## config.mk

```make
export PLATFORM = sky130hd
export DESIGN_NAME = nor_cmd_engine
export DESIGN_NICKNAME = d
export VERILOG_FILES = /design/src/rtl/nor_cmd_pkg.sv /design/src/rtl/nor_cmd_seq.sv /design/src/rtl/nor_word_store.sv /design/src/rtl/nor_read_steer.sv /design/src/rtl/nor_cmd_engine.sv
export SDC_FILE = /design/constraint.sdc
export NUM_CORES = 2
export LEC_CHECK = 0
export ABC_CLOCK_PERIOD_IN_PS = 4300
export BUFFER_PORTS_ARGS = -buffer_cell sky130_fd_sc_hd__buf_2
export CAP_MARGIN = 40
export CORE_ASPECT_RATIO = 2
export CORE_MARGIN = 10
export CORE_UTILIZATION = 45
export CTS_BUF_LIST = sky130_fd_sc_hd__clkbuf_4
export DETAILED_ROUTE_END_ITERATION = 8
export GPL_TIMING_DRIVEN = 0
export HOLD_SLACK_MARGIN = 0.12
export MAX_ROUTING_LAYER = met4
export PLACE_DENSITY = 0.65
export SYNTH_ARGS = -nofsm -noshare
export SYNTH_HDL_FRONTEND = slang
export SYNTH_SLANG_ARGS = --single-unit
```

## constraint.sdc

```tcl
create_clock -name clk -period 4.3 [get_ports clk]
set_input_delay 0 -clock clk [delete_from_list [all_inputs] [get_ports clk]]
set_output_delay 0 -clock clk [all_outputs]
set_load 0.01 [all_outputs]
```

## src/rtl/nor_cmd_pkg.sv

```systemverilog
package nor_cmd_pkg;

    localparam logic [7:0] C_RESET0  = 8'h00;
    localparam logic [7:0] C_PROG_A  = 8'h10;
    localparam logic [7:0] C_ERASE   = 8'h20;
    localparam logic [7:0] C_ERASE_B = 8'h28;
    localparam logic [7:0] C_PROG_B  = 8'h40;
    localparam logic [7:0] C_CLRST   = 8'h50;
    localparam logic [7:0] C_LOCK    = 8'h60;
    localparam logic [7:0] C_RDSTAT  = 8'h70;
    localparam logic [7:0] C_RDID    = 8'h90;
    localparam logic [7:0] C_QUERY   = 8'h98;
    localparam logic [7:0] C_CONFIRM = 8'hD0;
    localparam logic [7:0] C_BUFWR   = 8'hE8;
    localparam logic [7:0] C_RESET1  = 8'hF0;
    localparam logic [7:0] C_RESET2  = 8'hFF;
    localparam logic [7:0] C_UNLOCK  = 8'h01;

    localparam int ST_READY = 7;
    localparam int ST_ERERR = 5;
    localparam int ST_PGERR = 4;

    typedef enum logic [1:0] {
        PH_IDLE    = 2'd0,
        PH_ARMED   = 2'd1,
        PH_DATA    = 2'd2,
        PH_CONFIRM = 2'd3
    } phase_e;

    typedef enum logic [1:0] {
        OP_NONE  = 2'd0,
        OP_PROG  = 2'd1,
        OP_ERASE = 2'd2
    } store_op_e;

    typedef enum logic [1:0] {
        RD_ARRAY  = 2'd0,
        RD_STATUS = 2'd1,
        RD_IDENT  = 2'd2,
        RD_QUERY  = 2'd3
    } rd_sel_e;

    typedef struct packed {
        phase_e     ph;
        logic [7:0] cmd;
        logic [7:0] st;
    } seq_state_t;

    function automatic rd_sel_e rd_sel_of(input logic [7:0] cmd);
        case (cmd)
            C_PROG_A, C_ERASE, C_ERASE_B, C_PROG_B,
            C_CLRST, C_LOCK, C_RDSTAT, C_BUFWR: return RD_STATUS;
            C_RDID:  return RD_IDENT;
            C_QUERY: return RD_QUERY;
            default: return RD_ARRAY;
        endcase
    endfunction

    function automatic logic [7:0] query_byte(input logic [7:0] off);
        case (off)
            8'h10:   return 8'h51;
            8'h11:   return 8'h52;
            8'h12:   return 8'h59;
            8'h13:   return 8'h01;
            default: return 8'h00;
        endcase
    endfunction

endpackage

```

## src/rtl/nor_cmd_seq.sv

```systemverilog
module nor_cmd_seq
    import nor_cmd_pkg::*;
#(
    parameter int DEV_W = 8
) (
    input  logic             clk,
    input  logic             rst,
    input  logic             wr_en,
    input  logic [DEV_W-1:0] data_i,
    input  logic             wp,
    output store_op_e        op_o,
    output logic [7:0]       cmd_o,
    output logic [7:0]       st_o
);

    seq_state_t      cur_q, nxt;
    logic [DEV_W-1:0] cnt_q, cnt_n;
    logic [7:0]       byte_w;

    assign byte_w = data_i[7:0];

    always_comb begin
        nxt   = cur_q;
        cnt_n = cnt_q;
        op_o  = OP_NONE;
        if (wr_en) begin
            case (cur_q.ph)
                PH_IDLE: begin
                    case (byte_w)
                        C_PROG_A, C_PROG_B, C_LOCK, C_QUERY: begin
                            nxt.ph  = PH_ARMED;
                            nxt.cmd = byte_w;
                        end
                        C_ERASE: begin
                            if (wp) nxt.st[ST_ERERR] = 1'b1;
                            else    op_o = OP_ERASE;
                            nxt.st[ST_READY] = 1'b1;
                            nxt.ph  = PH_ARMED;
                            nxt.cmd = byte_w;
                        end
                        C_CLRST: begin
                            nxt.st  = 8'h00;
                            nxt.ph  = PH_IDLE;
                            nxt.cmd = C_RESET0;
                        end
                        C_RDSTAT, C_RDID: nxt.cmd = byte_w;
                        C_BUFWR: begin
                            nxt.st[ST_READY] = 1'b1;
                            nxt.ph  = PH_ARMED;
                            nxt.cmd = byte_w;
                        end
                        default: begin
                            nxt.ph  = PH_IDLE;
                            nxt.cmd = C_RESET0;
                        end
                    endcase
                end
                PH_ARMED: begin
                    case (cur_q.cmd)
                        C_PROG_A, C_PROG_B: begin
                            if (wp) nxt.st[ST_PGERR] = 1'b1;
                            else    op_o = OP_PROG;
                            nxt.st[ST_READY] = 1'b1;
                            nxt.ph = PH_IDLE;
                        end
                        C_ERASE, C_ERASE_B, C_LOCK: begin
                            if (byte_w == C_CONFIRM ||
                                (cur_q.cmd == C_LOCK && byte_w == C_UNLOCK)) begin
                                nxt.st[ST_READY] = 1'b1;
                                nxt.ph = PH_IDLE;
                            end else begin
                                nxt.ph  = PH_IDLE;
                                nxt.cmd = C_RESET0;
                            end
                        end
                        C_BUFWR: begin
                            cnt_n  = data_i;
                            nxt.ph = PH_DATA;
                        end
                        C_QUERY: begin
                            if (byte_w == C_RESET2) begin
                                nxt.ph  = PH_IDLE;
                                nxt.cmd = C_RESET0;
                            end
                        end
                        default: begin
                            nxt.ph  = PH_IDLE;
                            nxt.cmd = C_RESET0;
                        end
                    endcase
                end
                PH_DATA: begin
                    if (cur_q.cmd == C_BUFWR) begin
                        if (wp) nxt.st[ST_PGERR] = 1'b1;
                        else    op_o = OP_PROG;
                        nxt.st[ST_READY] = 1'b1;
                        if (cnt_q == '0) nxt.ph = PH_CONFIRM;
                        cnt_n = cnt_q - 1'b1;
                    end else begin
                        nxt.ph  = PH_IDLE;
                        nxt.cmd = C_RESET0;
                    end
                end
                default: begin
                    if (cur_q.cmd == C_BUFWR && byte_w == C_CONFIRM) begin
                        nxt.st[ST_READY] = 1'b1;
                        nxt.ph = PH_IDLE;
                    end else begin
                        nxt.ph  = PH_IDLE;
                        nxt.cmd = C_RESET0;
                    end
                end
            endcase
        end
    end

    always_ff @(posedge clk) begin
        if (rst) begin
            cur_q <= '{ph: PH_IDLE, cmd: 8'h00, st: 8'h00};
            cnt_q <= '0;
        end else begin
            cur_q <= nxt;
            cnt_q <= cnt_n;
        end
    end

    assign cmd_o = cur_q.cmd;
    assign st_o  = cur_q.st;

    assert_prog_ready_R3: assert property (@(posedge clk) disable iff (rst)
        (wr_en && cur_q.ph == PH_ARMED && (cur_q.cmd == C_PROG_A || cur_q.cmd == C_PROG_B))
        |=> (cur_q.st[ST_READY] && cur_q.ph == PH_IDLE));

    assert_wp_prog_R6: assert property (@(posedge clk) disable iff (rst)
        (wr_en && wp && cur_q.ph == PH_ARMED && (cur_q.cmd == C_PROG_A || cur_q.cmd == C_PROG_B))
        |=> cur_q.st[ST_PGERR]);

    assert_wp_erase_R6: assert property (@(posedge clk) disable iff (rst)
        (wr_en && wp && cur_q.ph == PH_IDLE && byte_w == C_ERASE)
        |=> (cur_q.st[ST_ERERR] && cur_q.st[ST_READY]));

    assert_clear_R7: assert property (@(posedge clk) disable iff (rst)
        (wr_en && cur_q.ph == PH_IDLE && byte_w == C_CLRST)
        |=> (cur_q.st == 8'h00 && cur_q.cmd == C_RESET0));

    assert_mode_no_advance_R9: assert property (@(posedge clk) disable iff (rst)
        (wr_en && cur_q.ph == PH_IDLE && (byte_w == C_RDSTAT || byte_w == C_RDID))
        |=> (cur_q.ph == PH_IDLE && cur_q.cmd == $past(byte_w)));

    assert_confirm_owner_R10: assert property (@(posedge clk) disable iff (rst)
        (cur_q.ph == PH_CONFIRM || cur_q.ph == PH_DATA) |-> cur_q.cmd == C_BUFWR);

endmodule

```

## src/rtl/nor_word_store.sv

```systemverilog
module nor_word_store
    import nor_cmd_pkg::*;
#(
    parameter int ADDR_W       = 6,
    parameter int DATA_W       = 16,
    parameter int SECTOR_WORDS = 8
) (
    input  logic              clk,
    input  logic              rst,
    input  store_op_e         op_i,
    input  logic [ADDR_W-1:0] addr_i,
    input  logic [DATA_W-1:0] wdata_i,
    output logic [DATA_W-1:0] rdata_o
);

    localparam int DEPTH   = 1 << ADDR_W;
    localparam int SEC_LOG = $clog2(SECTOR_WORDS);
    localparam int SEC_W   = ADDR_W - SEC_LOG;

    logic [DATA_W-1:0] mem_q [DEPTH];
    logic [SEC_W-1:0]  sec_sel;

    assign sec_sel = addr_i[ADDR_W-1:SEC_LOG];

    always_ff @(posedge clk) begin
        for (int w = 0; w < DEPTH; w++) begin
            if (op_i == OP_ERASE && SEC_W'(w >> SEC_LOG) == sec_sel)
                mem_q[w] <= '1;
            else if (op_i == OP_PROG && ADDR_W'(w) == addr_i)
                mem_q[w] <= wdata_i;
        end
    end

    assign rdata_o = mem_q[addr_i];

    assert_erase_fill_R4: assert property (@(posedge clk) disable iff (rst)
        (op_i == OP_ERASE) |=> mem_q[{$past(sec_sel), {SEC_LOG{1'b0}}}] == '1);

endmodule

```

## src/rtl/nor_read_steer.sv

```systemverilog
module nor_read_steer
    import nor_cmd_pkg::*;
#(
    parameter int              ADDR_W = 6,
    parameter int              DATA_W = 16,
    parameter int              DEV_W  = 8,
    parameter logic [DEV_W-1:0] MFR_ID = 'h89,
    parameter logic [DEV_W-1:0] DEV_ID = 'h18
) (
    input  rd_sel_e           sel_i,
    input  logic [ADDR_W-1:0] addr_i,
    input  logic [7:0]        st_i,
    input  logic [DATA_W-1:0] array_i,
    output logic [DATA_W-1:0] rd_o
);

    localparam int LANES = DATA_W / DEV_W;
    localparam int OFF_W = (ADDR_W < 8) ? ADDR_W : 8;

    logic [7:0]       off;
    logic [DEV_W-1:0] lane_val;

    assign off = 8'(addr_i[OFF_W-1:0]);

    always_comb begin
        case (sel_i)
            RD_STATUS: lane_val = DEV_W'(st_i);
            RD_IDENT: begin
                if (addr_i == ADDR_W'(0))      lane_val = MFR_ID;
                else if (addr_i == ADDR_W'(1)) lane_val = DEV_ID;
                else                           lane_val = '0;
            end
            RD_QUERY: lane_val = DEV_W'(query_byte(off));
            default:  lane_val = '0;
        endcase
    end

    logic [DATA_W-1:0] lanes_w;
    for (genvar l = 0; l < LANES; l++) begin : g_lane
        assign lanes_w[l*DEV_W +: DEV_W] = lane_val;
    end

    assign rd_o = (sel_i == RD_ARRAY) ? array_i : lanes_w;

endmodule

```

## src/rtl/nor_cmd_engine.sv

```systemverilog
module nor_cmd_engine
    import nor_cmd_pkg::*;
#(
    parameter int              ADDR_W       = 6,
    parameter int              DATA_W       = 16,
    parameter int              DEV_W        = 8,
    parameter int              SECTOR_WORDS = 8,
    parameter logic [DEV_W-1:0] MFR_ID       = 'h89,
    parameter logic [DEV_W-1:0] DEV_ID       = 'h18
) (
    input  logic              clk,
    input  logic              rst,
    input  logic              wr_en,
    input  logic [ADDR_W-1:0] addr,
    input  logic [DATA_W-1:0] wdata,
    input  logic              wp,
    output logic [DATA_W-1:0] rd_data
);

    store_op_e         op_w;
    logic [7:0]        cmd_w;
    logic [7:0]        st_w;
    logic [DATA_W-1:0] array_w;

    nor_cmd_seq #(.DEV_W(DEV_W)) u_seq (
        .clk    (clk),
        .rst    (rst),
        .wr_en  (wr_en),
        .data_i (wdata[DEV_W-1:0]),
        .wp     (wp),
        .op_o   (op_w),
        .cmd_o  (cmd_w),
        .st_o   (st_w)
    );

    nor_word_store #(
        .ADDR_W       (ADDR_W),
        .DATA_W       (DATA_W),
        .SECTOR_WORDS (SECTOR_WORDS)
    ) u_store (
        .clk     (clk),
        .rst     (rst),
        .op_i    (op_w),
        .addr_i  (addr),
        .wdata_i (wdata),
        .rdata_o (array_w)
    );

    nor_read_steer #(
        .ADDR_W (ADDR_W),
        .DATA_W (DATA_W),
        .DEV_W  (DEV_W),
        .MFR_ID (MFR_ID),
        .DEV_ID (DEV_ID)
    ) u_steer (
        .sel_i   (rd_sel_of(cmd_w)),
        .addr_i  (addr),
        .st_i    (st_w),
        .array_i (array_w),
        .rd_o    (rd_data)
    );

    assert_wp_no_store_R6: assert property (@(posedge clk) disable iff (rst)
        wp |-> op_w == OP_NONE);

endmodule

```

* Word-level counts from Yosys, hierarchy flattened
Memories as Yosys holds them, arrays and structs flattened.
Index checks and enable logic that the tools add are counted.
** Operators by class
- Bitwise logic cells :: 64
- Equal/unequal tests :: 119
- $add $sub $neg :: 1
- Reduce and logical (&&, ||, !) cells :: 154
- Multiplexer cells :: 479
** Operators by type and width (count)
- 16-bit two-way mux :: 121
- 16-bit OR reduction :: 56
- 6-bit two-way mux :: 56
- 1-bit two-way mux :: 272
- 6-bit == test, first input constant :: 32
- 5-bit by 6-bit == test with 1-bit output, first input constant :: 16
- 1-bit logical AND :: 74
- 8-bit by 7-bit == test with 1-bit output, second input constant :: 8
- 8-bit == test, second input constant :: 8
- 1-bit bitwise OR :: 64
- 8-bit two-way mux :: 7
- 4-bit by 6-bit == test with 1-bit output, first input constant :: 8
- 8-bit one-hot mux with 3 select lines :: 2
- 11-bit one-hot mux with 3 select lines :: 1
- 7-bit one-hot mux with 4 select lines :: 1
- 3-bit by 6-bit == test with 1-bit output, first input constant :: 4
- 6-bit by 5-bit == test with 1-bit output, second input constant :: 4
- 8-bit by 6-bit == test with 1-bit output, second input constant :: 3
- 8-bit by 5-bit == test with 1-bit output, second input constant :: 2
- 8-bit one-hot mux with 2 select lines :: 1
- 8-bit OR reduction :: 2
- 2-bit two-way mux :: 7
- 2-bit by 6-bit == test with 1-bit output, first input constant :: 2
- 3-bit == test, first input constant :: 4
- 33 further kinds :: 62
** Storage, ports and cells
- Memories :: 1
- Bits in writable memories :: 1024
- Flip-flop bits (word level) :: 21
- Output and inout port bits :: 16
- Word-level logic and storage cells :: 824
** Memories
- u_store.mem_q :: words 64, bits a word 16, rd ports 1, clocked after memory_dff 0, write ports 8, RTL line nor_word_store.sv:20 : logic [DATA_W-1:0] mem_q [DEPTH];

* Longest topological paths before layout
- Word-level depth :: 19
- Gate-level depth with buffers :: 11
- Depth with buffers taken out :: 8

* Hierarchy
A second synthesis with hierarchy kept.
** Second synthesis, totals
- Cell total of the unflattened synthesis :: 3290
- Area, all modules :: 48526.5 µm²
** Modules (own cells, without submodules)
- nor_word_store :: seq. area each 30749.5 µm², area an instance 46373.2 µm², instances 1, cells an instance 3001
- nor_cmd_seq :: seq. area each 420.4 µm², area an instance 1726.7 µm², instances 1, cells an instance 225
- nor_read_steer :: seq. area each 0.0 µm², area an instance 352.8 µm², instances 1, cells an instance 52
- nor_cmd_engine :: seq. area each 0.0 µm², area an instance 73.8 µm², instances 1, cells an instance 12

* Worst setup path before layout
OpenSTA, ideal clock, no wires.
- Path type :: register to register
- Start :: register u_seq.cur_q (netlist bit u_seq.cmd_o[0])
- End :: memory u_store.mem_q[19][0] (enable)
- Setup slack :: 781 ps
- Arrival :: 3108 ps
- Period minus slack after synthesis :: 3519 ps
- Library setup time :: 411 ps
- Path buffers :: 4
- Cell stages (with the launch flop) :: 10
- Cell sequence :: dfxtp_1 or3_1 buf_2 o31ai_4 o2111a_1 nand3_1 buf_2 buf_2 clkbuf_1 o21ai_0
** RTL lines
- start: declaration :: RTL line nor_cmd_seq.sv:16 : seq_state_t cur_q, nxt;
- start signal: assignment :: RTL line nor_cmd_seq.sv:119 : cur_q <= '{ph: PH_IDLE, cmd: 8'h00, st: 8'h00};
- start signal: assignment :: RTL line nor_cmd_seq.sv:122 : cur_q <= nxt;
- end: declaration :: RTL line nor_word_store.sv:20

* Final worst setup path
- Start :: input port addr[5]
- End :: output port rd_data[6]
** On the way
- Cells in the longest elaborated chain, start to end :: 4
- Elaborated cells between the ends (all ways) :: 8
- Those cells by class :: eq/ne: 4; mux: 3; memory: 1
** RTL lines
- start: declaration :: RTL line nor_cmd_engine.sv:14 : input logic [ADDR_W-1:0] addr,
- parallel branches: the longest is 3 deep, another holds memory read 64 x 16 bit
- 16-bit two-way mux * :: RTL line nor_read_steer.sv:43 : assign rd_o = (sel_i == RD_ARRAY) ? array_i : lanes_w;
- end: declaration :: RTL line nor_cmd_engine.sv:17 : output logic [DATA_W-1:0] rd_data
Mark *: on every way between the ends.

==> reports/qor_table.md <==
| Result | This run |
|---|---|
| Run status | finished with violations |
| Failing checks | negative setup slack |
| Classification of the worst-slack hold path | input port to flip-flop |
| Unrepaired setup endpoints after global routing | no |
| Mapped Nets | 3552 |
| HPWL after detailed placement | 199000 µm |
| Clock root buffer | sky130_fd_sc_hd__clkbuf_4 |
| Reg-to-reg setup timing slack | 250 ps |
| Routability cong. | 1.10 |
| Clock slew seen by the registers of the worst setup and hold paths | 70 ps |
| Detailed-router iteration count before antenna repair | 6 |
| Average wire per standard cell | 47.7 µm |
| Clk Latency, worst-skew pair | 1370 ps |
| Endpoint kind of the worst setup timing path | primary output |
| Count of placed standard cells including taps | 5113 |
| Maximum level of the CTS H-tree | 4 |
| Proportion of synthesized flip-flops having asynchronous set or reset | 0 |
| Initial antenna violation count | 33 |
| Min setup slack post-route | -167 ps |
| Yosys warnings | 0 |
| Most instantiated flip-flop cell in the synthesis netlist | sky130_fd_sc_hd__edfxtp_1 |
| Highest net fanout along the worst path | 10 |
| Ratio of routed vias to standard cells | 7.15 |
| CP Launch Type | input port |
| Pwr/cell area | 357 nW/µm² |
| Global-route usage over all layers | 0.450 |
| Total die area | 124000 µm² |
| First-pass GRT wire length | 353000 µm |
| Ports | 42 |
| Total number of nets in the final design | 4052 |
| WP buf/inv | 6 |
| Standard cell with the maximum stage delay on the critical path | sky130_fd_sc_hd__buf_1 |
| Initial cell density of the core | 0.453 |
| Post-Route Skew | 44.8 ps |
| Synth Register Bits | 1045 |
| Die X-Extent | 254 µm |
| Fraction of the yosys area taken by sequential cells | 0.634 |
| Commonest cells after routing, fill and taps aside | 1029 x sky130_fd_sc_hd__or3_1, 1024 x sky130_fd_sc_hd__edfxtp_1, 354 x sky130_fd_sc_hd__clkbuf_1, 335 x sky130_fd_sc_hd__clkbuf_4, 202 x sky130_fd_sc_hd__mux2i_1 |
| Number of distinct library cells after synthesis | 58 |
| Residual DRC count | 0 |
| Total wire length | 268000 µm |
| # Max-Cap Violations | 0 |
| Post-detailed-route count of antenna-violating nets | 0 |
| Worst-case reg-to-reg path depth | 10 |
| Setup Crit Path Kind | input port to primary output |
| Number of cells produced by synthesis | 3520 |
| Global-route congestion overflow total | 0 |
| Maximum number of pins on one net before global-route repair | 20 |
| Cell occurring most often along the worst timing path | sky130_fd_sc_hd__buf_2 |
| Layout overhead on the synthesized area | 17.3% |
| Crit share post-route | 1.04 |
| Most common cell after layout, fill and taps aside | sky130_fd_sc_hd__or3_1 |
| Hold violation count in the final report | 0 |
| Maximum cell stage delay along the critical path | 740 ps |
| Critical path, cell by cell | buf_2, clkbuf_1, buf_2, buf_1, nor2b_1, clkbuf_1, o211ai_1, nand3_1, a21oi_1, o21ai_0, buf_2 |
| Worst slew pin tran | 1050 ps |
| Average cell area after synthesis | 14.0 µm² |
| Via count of the first global-routing pass | 38860 |
| Clock tree buffer depth | 3 |
| Startpoint of the worst hold path | wr_en |
| Relative max-transition margin | 0.301 |
| Reg-to-Reg End | u_store.mem_q[9][12] |
| Placeable core region | 108000 µm² |
| Top cell family by delay on the critical path | buffers and inverters |
| Highest attainable clock frequency | 0.224 GHz |
| Setup-violating endpoint count in the final report | 8 |
| CTS Buf Count | 227 |
| Static power due to leakage | 20.4 nW |
| Cell area after technology mapping | 49200 µm² |
| Fraction of layout instances using a drive strength above 1 | 0.223 |
| Vertical die dimension | 488 µm |
| Hold worst-path end | u_seq.cur_q[17] |
| TritonCTS clock tree | done |
| Worst hold path depth | 6 |
| Final hold slack | 120 ps |
| Endpoint required time on the critical path | 4300 ps |
| TritonCTS Sinks | 1045 |
| Startpoint of the lowest-slack register-to-register path | u_seq.cur_q[16] |
| Peak VDD IR | 0.251 mV |
| Number of port buffers | 27 |
| Pins Over Slew Limit | 0 |
| Number of vias after detailed routing | 40141 |
| Post-route insts no fill | 5615 |
| Min Tclk post-route | 4470 ps |
| Number of synthesized flops with an enable pin | 1024 |
| DRC marker count from the first detailed-route iteration | 6453 |
| Number of rows in the core area | 171 |
| Final core occ | 0.532 |
| Endpoint arrival time on the critical path | 4470 ps |
## worst min-delay path: cells and delay by family
family / cells / cell delay (ps)
multiplexers: 1 / 120
buffers and inverters: 2 / 850
AND/OR/NAND/NOR: 2 / 190
AO/OA/AOI/OAI: 1 / 230
## layer usage
metal / global-route usage / vias up / wire, µm
met5: - / - / 0
met1: 0.448 / 19857 / 78100
met2: 0.684 / 3892 / 124000
met3: 0.130 / 1442 / 30100
met4: 0.456 / 0 / 35400
li1: - / 14950 / -
## stage by stage
stage / setup TNS, ps / setup WS [ps] / area (µm²) / power [mW]
2_1_floorplan: 0 / 781 / 49200 / 11.8
3_3_place_gp: -1686510 / -3070 / 51100 / 12.6
3_5_place_dp: -315000 / -747 / 54000 / 12.7
4_1_cts: 0 / 13.8 / 57400 / 20.4
5_1_grt: 0 / 0.400 / 57600 / 20.9
6_report: -628 / -167 / 57700 / 20.6
## synth_stat cells (all sizes together), types with 4 or more instances
| master | count | area (µm²) |
|---|---|---|
| or3 | 1029 | 6440 |
| edfxtp | 1024 | 30700 |
| clkbuf | 367 | 1380 |
| mux2i | 204 | 2040 |
| mux4 | 186 | 4190 |
| a22oi | 110 | 826 |
| nand2 | 104 | 390 |
| buf | 99 | 527 |
| o21ai | 84 | 420 |
| nand3 | 56 | 280 |
| a21oi | 31 | 155 |
| nor2 | 25 | 93.8 |
| dfxtp | 21 | 420 |
| nor2b | 19 | 119 |
| nand2b | 17 | 106 |
| a211oi | 13 | 97.6 |
| inv | 13 | 48.8 |
| nor3 | 13 | 65.1 |
| nand4 | 11 | 68.8 |
| and2 | 8 | 50.1 |
| nor4 | 8 | 50.1 |
| o211ai | 8 | 60.1 |
| ha | 6 | 75.1 |
| a221oi | 5 | 43.8 |
| and3 | 5 | 31.3 |
| nand3b | 4 | 30.0 |
| o22ai | 4 | 25.0 |
| o31ai | 4 | 43.8 |
## worst max path at each step
stage,start,endpoint,slack [ps],cells after the start
final,addr[5],rd_data[6],-170,11
after global routing,addr[0],rd_data[14],0.4,10
after CTS,u_seq.cmd_o[6],rd_data[9],10,10
after detailed placement,addr[3],u_store.mem_q[47][0],-750,10
after global placement,addr[0],u_store.mem_q[36][4],-3070,8
after floorplan,u_seq.cmd_o[0],u_store.mem_q[19][0],780,9
## state kept, by name, summed over array words and instances, names as in the netlist
signal and flops:
u_store.mem_q 1024, u_seq.cur_q 2, u_seq.st_o 3, u_seq.cnt_q 8, u_seq.cmd_o 8
## logic make-up after synthesis
group / count (synthesis) / synth area share
AOI/OAI and AO/OA: 283 / 0.0383
muxes: 391 / 0.127
DFF: 1045 / 0.634
buffers and inverters: 479 / 0.0397
xor gates and xnor gates: 2 / 0.000356
and+or+nand+nor: 1313 / 0.159
adders and majority gates: 7 / 0.00173
## repair_timing
action                      CTS  global route
pin swaps                     0             0
buffers inserted              0             1
hold buffers                 55             0
setup endpoints to repair    14           288
hold endpoints to repair   1539             0
gates resized for setup       8            23
## layout make-up
class / count / area, µm²
antenna: 52 / 130
buffer: 465 / 1960
clock buffer: 330 / 2480
clock inverter: 58 / 353
fill: 9320 / 50800
inverter: 13 / 48.8
multi-input combinational: 1996 / 16400
sequential: 1045 / 31200
tap: 1384 / 1730
timing repair buffer: 272 / 3440
## report_power, final
group	internal [mW]	switching, mW	total [mW]
registers	11.0	0.00140	11.0
logic	0.383	1.26	1.64
clock network	3.73	4.24	7.97
No activity file was read; power rests on OpenSTA's default activity.
